**config.mk**
```make
export PLATFORM = sky130hd
export DESIGN_NAME = irq_vector_unit
export DESIGN_NICKNAME = d
export VERILOG_FILES = /design/src/rtl/irqv_pkg.sv /design/src/rtl/irqv_cfg_regs.sv /design/src/rtl/irqv_pin_cond.sv /design/src/rtl/irqv_prio_pick.sv /design/src/rtl/irq_vector_unit.sv
export SDC_FILE = /design/constraint.sdc
export NUM_CORES = 1
export LEC_CHECK = 0
export BUFFER_PORTS_ARGS = -buffer_cell sky130_fd_sc_hd__clkbuf_2
export CORE_UTILIZATION = 29
export DETAILED_ROUTE_END_ITERATION = 8
export MAX_ROUTING_LAYER = met4
export PLACE_DENSITY = 0.6
export SYNTH_ARGS = -nofsm -noshare
export SYNTH_HDL_FRONTEND = slang
export SYNTH_SLANG_ARGS = --single-unit
```
**constraint.sdc**
```tcl
create_clock -name clk -period 3.5 [get_ports clk]
set_clock_uncertainty 0.1 [all_clocks]
set_input_delay 0.175 -clock clk [delete_from_list [all_inputs] [get_ports clk]]
set_output_delay 0.175 -clock clk [all_outputs]
set_load 0.05 [all_outputs]
```
**src/rtl/irqv_pkg.sv**
```systemverilog
package irqv_pkg;
    localparam int SRC_N    = 6;
    localparam int EXT_N    = 2;
    localparam int IDX_W    = $clog2(SRC_N);
    localparam int VEC_W    = 16;
    localparam int REG_W    = 8;
    localparam int VEC_BASE = 3;
    localparam int VEC_STEP = 8;

    typedef enum logic [IDX_W-1:0] {
        SRC_EXT0 = 3'd0,
        SRC_TMR0 = 3'd1,
        SRC_EXT1 = 3'd2,
        SRC_TMR1 = 3'd3,
        SRC_SER  = 3'd4,
        SRC_TMR2 = 3'd5
    } src_e;

    typedef enum logic {
        TRIG_LEVEL = 1'b0,
        TRIG_FALL  = 1'b1
    } trig_e;

    typedef struct packed {
        logic             gate;
        logic             rsvd;
        logic [SRC_N-1:0] src_en;
    } enable_reg_t;

    typedef struct packed {
        logic             valid;
        logic [IDX_W-1:0] idx;
    } pick_t;

    // Entry address of a source index
    function automatic logic [VEC_W-1:0] vec_of(input logic [IDX_W-1:0] idx);
        return VEC_W'(VEC_BASE) + VEC_W'(idx) * VEC_W'(VEC_STEP);
    endfunction

    // Source slot taken by external pin e in the priority list
    function automatic logic [IDX_W-1:0] ext_slot(input int e);
        return (e == 0) ? SRC_EXT0 : SRC_EXT1;
    endfunction
endpackage

```
**src/rtl/irqv_cfg_regs.sv**
```systemverilog
module irqv_cfg_regs
    import irqv_pkg::*;
#(
    parameter int NEXT = EXT_N,
    parameter int RW   = REG_W
) (
    input  logic            clk,
    input  logic            rst,
    input  logic            reg_addr,
    input  logic            reg_wr,
    input  logic [RW-1:0]   reg_wdata,
    output logic [RW-1:0]   reg_rdata,
    output enable_reg_t     en_q,
    output logic [NEXT-1:0] trig_q
);
    localparam int PAD_W = RW - NEXT;

    always_ff @(posedge clk) begin
        if (rst) begin
            en_q   <= '0;
            trig_q <= '0;
        end else if (reg_wr) begin
            if (reg_addr == 1'b0) begin
                en_q      <= enable_reg_t'(reg_wdata);
                en_q.rsvd <= 1'b0;
            end else begin
                trig_q <= reg_wdata[NEXT-1:0];
            end
        end
    end

    always_comb begin
        if (reg_addr == 1'b0) reg_rdata = RW'(en_q);
        else                  reg_rdata = {{PAD_W{1'b0}}, trig_q};
    end
endmodule

```
**src/rtl/irqv_pin_cond.sv**
```systemverilog
module irqv_pin_cond
    import irqv_pkg::*;
(
    input  logic  clk,
    input  logic  rst,
    input  logic  pin_n,
    input  trig_e mode,
    input  logic  take,
    output logic  req,
    output logic  fall,
    output logic  pend
);
    logic smp_now, smp_old;

    always_ff @(posedge clk) begin
        if (rst) begin
            smp_now <= 1'b1;
            smp_old <= 1'b1;
        end else begin
            smp_now <= pin_n;
            smp_old <= smp_now;
        end
    end

    assign fall = smp_old & ~smp_now;

    always_ff @(posedge clk) begin
        if (rst)                    pend <= 1'b0;
        else if (mode == TRIG_LEVEL) pend <= 1'b0;
        else if (fall)              pend <= 1'b1;
        else if (take)              pend <= 1'b0;
    end

    assign req = (mode == TRIG_LEVEL) ? ~smp_now : pend;
endmodule

```
**src/rtl/irqv_prio_pick.sv**
```systemverilog
module irqv_prio_pick
    import irqv_pkg::*;
#(
    parameter int N  = SRC_N,
    parameter int IW = IDX_W
) (
    input  logic [N-1:0]  req,
    output logic          valid,
    output logic [IW-1:0] idx
);
    always_comb begin
        valid = |req;
        idx   = '0;
        for (int i = N - 1; i >= 0; i--) begin
            if (req[i]) idx = IW'(i);
        end
    end
endmodule

```
**src/rtl/irq_vector_unit.sv**
```systemverilog
module irq_vector_unit
    import irqv_pkg::*;
#(
    parameter int RW = REG_W,
    parameter int VW = VEC_W
) (
    input  logic          clk,
    input  logic          rst,
    input  logic          reg_addr,
    input  logic          reg_wr,
    input  logic [RW-1:0] reg_wdata,
    output logic [RW-1:0] reg_rdata,
    input  logic          ext0_n,
    input  logic          ext1_n,
    input  logic          tmr0_flag,
    input  logic          tmr1_flag,
    input  logic          ser_rx_flag,
    input  logic          ser_tx_flag,
    input  logic          tmr2_ovf_flag,
    input  logic          tmr2_ext_flag,
    input  logic          irq_ack,
    output logic          irq_req,
    output logic [VW-1:0] irq_vector
);
    enable_reg_t      en_q;
    logic [EXT_N-1:0] trig_q;
    logic [EXT_N-1:0] ext_pins, ext_req, ext_fall, ext_pend, ext_take;
    logic [SRC_N-1:0] src_raw, src_gated;
    pick_t            pick;

    irqv_cfg_regs #(.NEXT(EXT_N), .RW(RW)) u_regs (
        .clk(clk), .rst(rst), .reg_addr(reg_addr), .reg_wr(reg_wr),
        .reg_wdata(reg_wdata), .reg_rdata(reg_rdata),
        .en_q(en_q), .trig_q(trig_q)
    );

    assign ext_pins = {ext1_n, ext0_n};

    for (genvar e = 0; e < EXT_N; e++) begin : g_ext
        assign ext_take[e] = irq_ack & pick.valid & (pick.idx == ext_slot(e));
        irqv_pin_cond u_pin (
            .clk(clk), .rst(rst), .pin_n(ext_pins[e]),
            .mode(trig_e'(trig_q[e])), .take(ext_take[e]),
            .req(ext_req[e]), .fall(ext_fall[e]), .pend(ext_pend[e])
        );
    end

    always_comb begin
        src_raw           = '0;
        src_raw[SRC_EXT0] = ext_req[0];
        src_raw[SRC_TMR0] = tmr0_flag;
        src_raw[SRC_EXT1] = ext_req[1];
        src_raw[SRC_TMR1] = tmr1_flag;
        src_raw[SRC_SER]  = ser_rx_flag | ser_tx_flag;
        src_raw[SRC_TMR2] = tmr2_ovf_flag | tmr2_ext_flag;
    end

    assign src_gated = en_q.gate ? (src_raw & en_q.src_en) : '0;

    irqv_prio_pick #(.N(SRC_N), .IW(IDX_W)) u_pick (
        .req(src_gated), .valid(pick.valid), .idx(pick.idx)
    );

    assign irq_req    = pick.valid;
    assign irq_vector = pick.valid ? VW'(vec_of(pick.idx)) : '0;
endmodule

```
==> reports/metrics.cfg <==
[outcome]
status=finished with violations
violations=design-rule violations

[layout]
nNetsFinal=151
multiInputGateArea_um2=480
num-fill-cells=308
ff_latch_area_um2=300
final_common_cell=clkbuf_2
drive_gt1_share_pct=35.7
diodes=0
syn_to_final_growth_pct=17.6
final_util_pct=36.7
mostFrequentLayoutCells=clkbuf_2, dfxtp_1, conb_1

[clock_tree]
clk_latency_ns=0.28
cts_buffers=3
cts_tree=yes
cts_root_buf=clkbuf_4
cts-htree-levels=1
clkTransAtPathRegs_ns=0.09
clk_path_buf_depth=2
clock-sinks=15
post_cts_buffers=0

[route]
drtIter0Drc=28
wire_per_inst_um=11.0
vias=726
drcViolationCount=12
postRouteAntennaNets=0
wl_um=1760
avgViaCountPerCell=4.54
drtPass1Iterations=6

[timing]
max_clock_freq_mhz=504
setup_slack_ns=1.52
relSlewSlack_pct=46.0
worstMarginPinSlew_ns=0.808
finalSetupViolCount=0
period_share_pct=56.7
min_period_ns=1.98
rsz0062_at_grt=no
drv_slew=0
finalSetupTns_ns=0
report.final.hold_viol_count=0
timing.hold.ws_ns=0.0254

[hold_path]
hold_depth=3
hold_path.class=input port to flip-flop
min_to=u_regs.en_q[2]$_SDFFE_PP0P_
worstHoldStart=reg_wdata[2]

[power_and_ir_drop]
p_seq_share_pct=49.7
power.total_mw=0.371
p_comb_share_pct=23.8
power.internal_mw=0.247
peakVddDrop_v=0.000129
switching_share_pct=33.5
clock_power_share_pct=26.5
p_leak_nw=0.504
p_per_area_nw_per_um2=361
p_sw_mw=0.125

[global_route]
grt_overflow=0
antenna_found_initial=0
grt_first_pass_wirelength_um=2760
grt_max_degree=16
grt_pass1_vias=628
grtUsageTotal_pct=11.8

[die]
core_area_um2=2810
ios=46
start_util_pct=31.2
die_h_um=57.0
rows=19
dieArea_um2=3240
die_x_um=57.0

[place]
io_buffers=32
pre_cts_ws_ns=1.83
gp_congestion=0.734
dp_hpwl_um=1360

[critical_path]
path_buf_inv=1
max_stage_delay_ns=0.51
critPathMaxFanout=9
rr_endpoint=g_ext[1].u_pin.pend$_SDFFE_PP0P_
r2r_slack_ns=2.22
critPathCaptureType=output pin
startpoint_type=flip-flop
path_depth=4
r2r-start=u_regs.en_q[7]$_SDFFE_PP0P_
worst-endpoint-required_ns=3.22
critPathKind=flip-flop to output pin
critPathArrivalTime_ns=1.71
crit_family=flip-flops
worstRegToRegCells=3
crit_path_top_delay_cell=dfxtp_1
path_cells=o211ai_1 -> nor2b_4 -> nor4b_2 -> clkbuf_2

[synthesis]
avgSynthCellArea_um2=8.94
yosys_most_used_dff=dfxtp_1
synth_cells=98
ys_seq_area_share_pct=34.3
synth_area_um2=876
synth-seq-cells=15
synth-edff-count=0
ys_types=34
synthArstFlopShare_pct=0
yosys_warnings=0

[job]
maxCapViolCount=0

layer usage:
metal	global-route usage (%)	routed length, um	vias to the layer above
li1	-	-	368
met1	14.7	823	323
met2	17.5	779	31
met3	1.59	104	4
met4	8.36	52	0
met5	-	0	-
sequential cells by signal, summed over array words and instances (netlist names):
name	count
u_regs.trig_q	2
g_ext.u_pin.smp_old	2
u_regs.en_q	7
g_ext.u_pin.pend	2
g_ext.u_pin.smp_now	2
stage by stage:
stage	instances	instance area [um2]
final	160	1030
after global routing	160	1030
after CTS	160	1030
after detailed placement	154	983
after global placement	154	983
after floorplan	109	917
kinds of logic after synthesis:
logic type,count (synthesis),synth area share [%]
DFF,15,34.3
muxes,9,10.6
and+or+nand+nor,40,28.1
other,1,0.428
buffers and inverters,19,15.6
AOI/OAI and AO/OA,14,11.0
cell usage after synthesis (2+ instances only):
| cell | instances | share of area, % |
|---|---|---|
| dfxtp_1 | 15 | 34 |
| buf_4 | 15 | 13 |
| mux2i_1 | 7 | 8.0 |
| mux2_2 | 2 | 2.6 |
| nand2_1 | 5 | 2.1 |
| or2_1 | 2 | 1.4 |
| nor2b_1 | 8 | 5.7 |
| o31ai_1 | 3 | 2.6 |
| or2_2 | 3 | 2.1 |
| nand3_1 | 3 | 1.7 |
| a21oi_1 | 4 | 2.3 |
| and3_1 | 2 | 1.4 |
| nor2_1 | 8 | 3.4 |
worst max-delay path by stage:
stage,from,end,slack (ns)
after CTS,u_regs.en_q[7]$_SDFFE_PP0P_,irq_vector[5],1.51
final,u_regs.en_q[7]$_SDFFE_PP0P_,irq_vector[5],1.52
after global placement,u_regs.en_q[7]$_SDFFE_PP0P_,irq_vector[5],1.86
after detailed placement,u_regs.en_q[7]$_SDFFE_PP0P_,irq_vector[5],1.83
after global routing,u_regs.en_q[7]$_SDFFE_PP0P_,irq_vector[5],1.41
after floorplan,u_regs.en_q[7]$_SDFFE_PP0P_,irq_vector[3],1.35
timing repair:
item,4_1_cts,5_1_grt
hold endpoints to repair,2,0
endpoints found under the setup margin,0,0
resized for setup,0,0
hold buffers,2,0
tightest hold or removal path, cell delays in order:
cell and delay (ns):
clkbuf_2 0.08, mux2i_1 0.05, nor2_1 0.07
power groups by stage:
stage               registers, mW  logic, mW  clock network, mW
global placement            0.188     0.0861                  0
CTS                         0.185     0.0891              0.101
finish                      0.185     0.0886             0.0983
global route                0.186     0.0946              0.107
floorplan                   0.186     0.0827                  0
detailed placement          0.189     0.0871                  0
cell type report:
| class | instances | share of cell area [%] |
|---|---|---|
| multi-input combinational | 75 | 46.7 |
| sequential | 15 | 29.2 |
| timing repair buffer | 34 | 17.5 |
| clock buffer | 4 | 2.55 |
| inverter | 1 | 0.365 |
| tap | 31 | 3.77 |
Note: power is estimated with default switching activity, not from simulation.
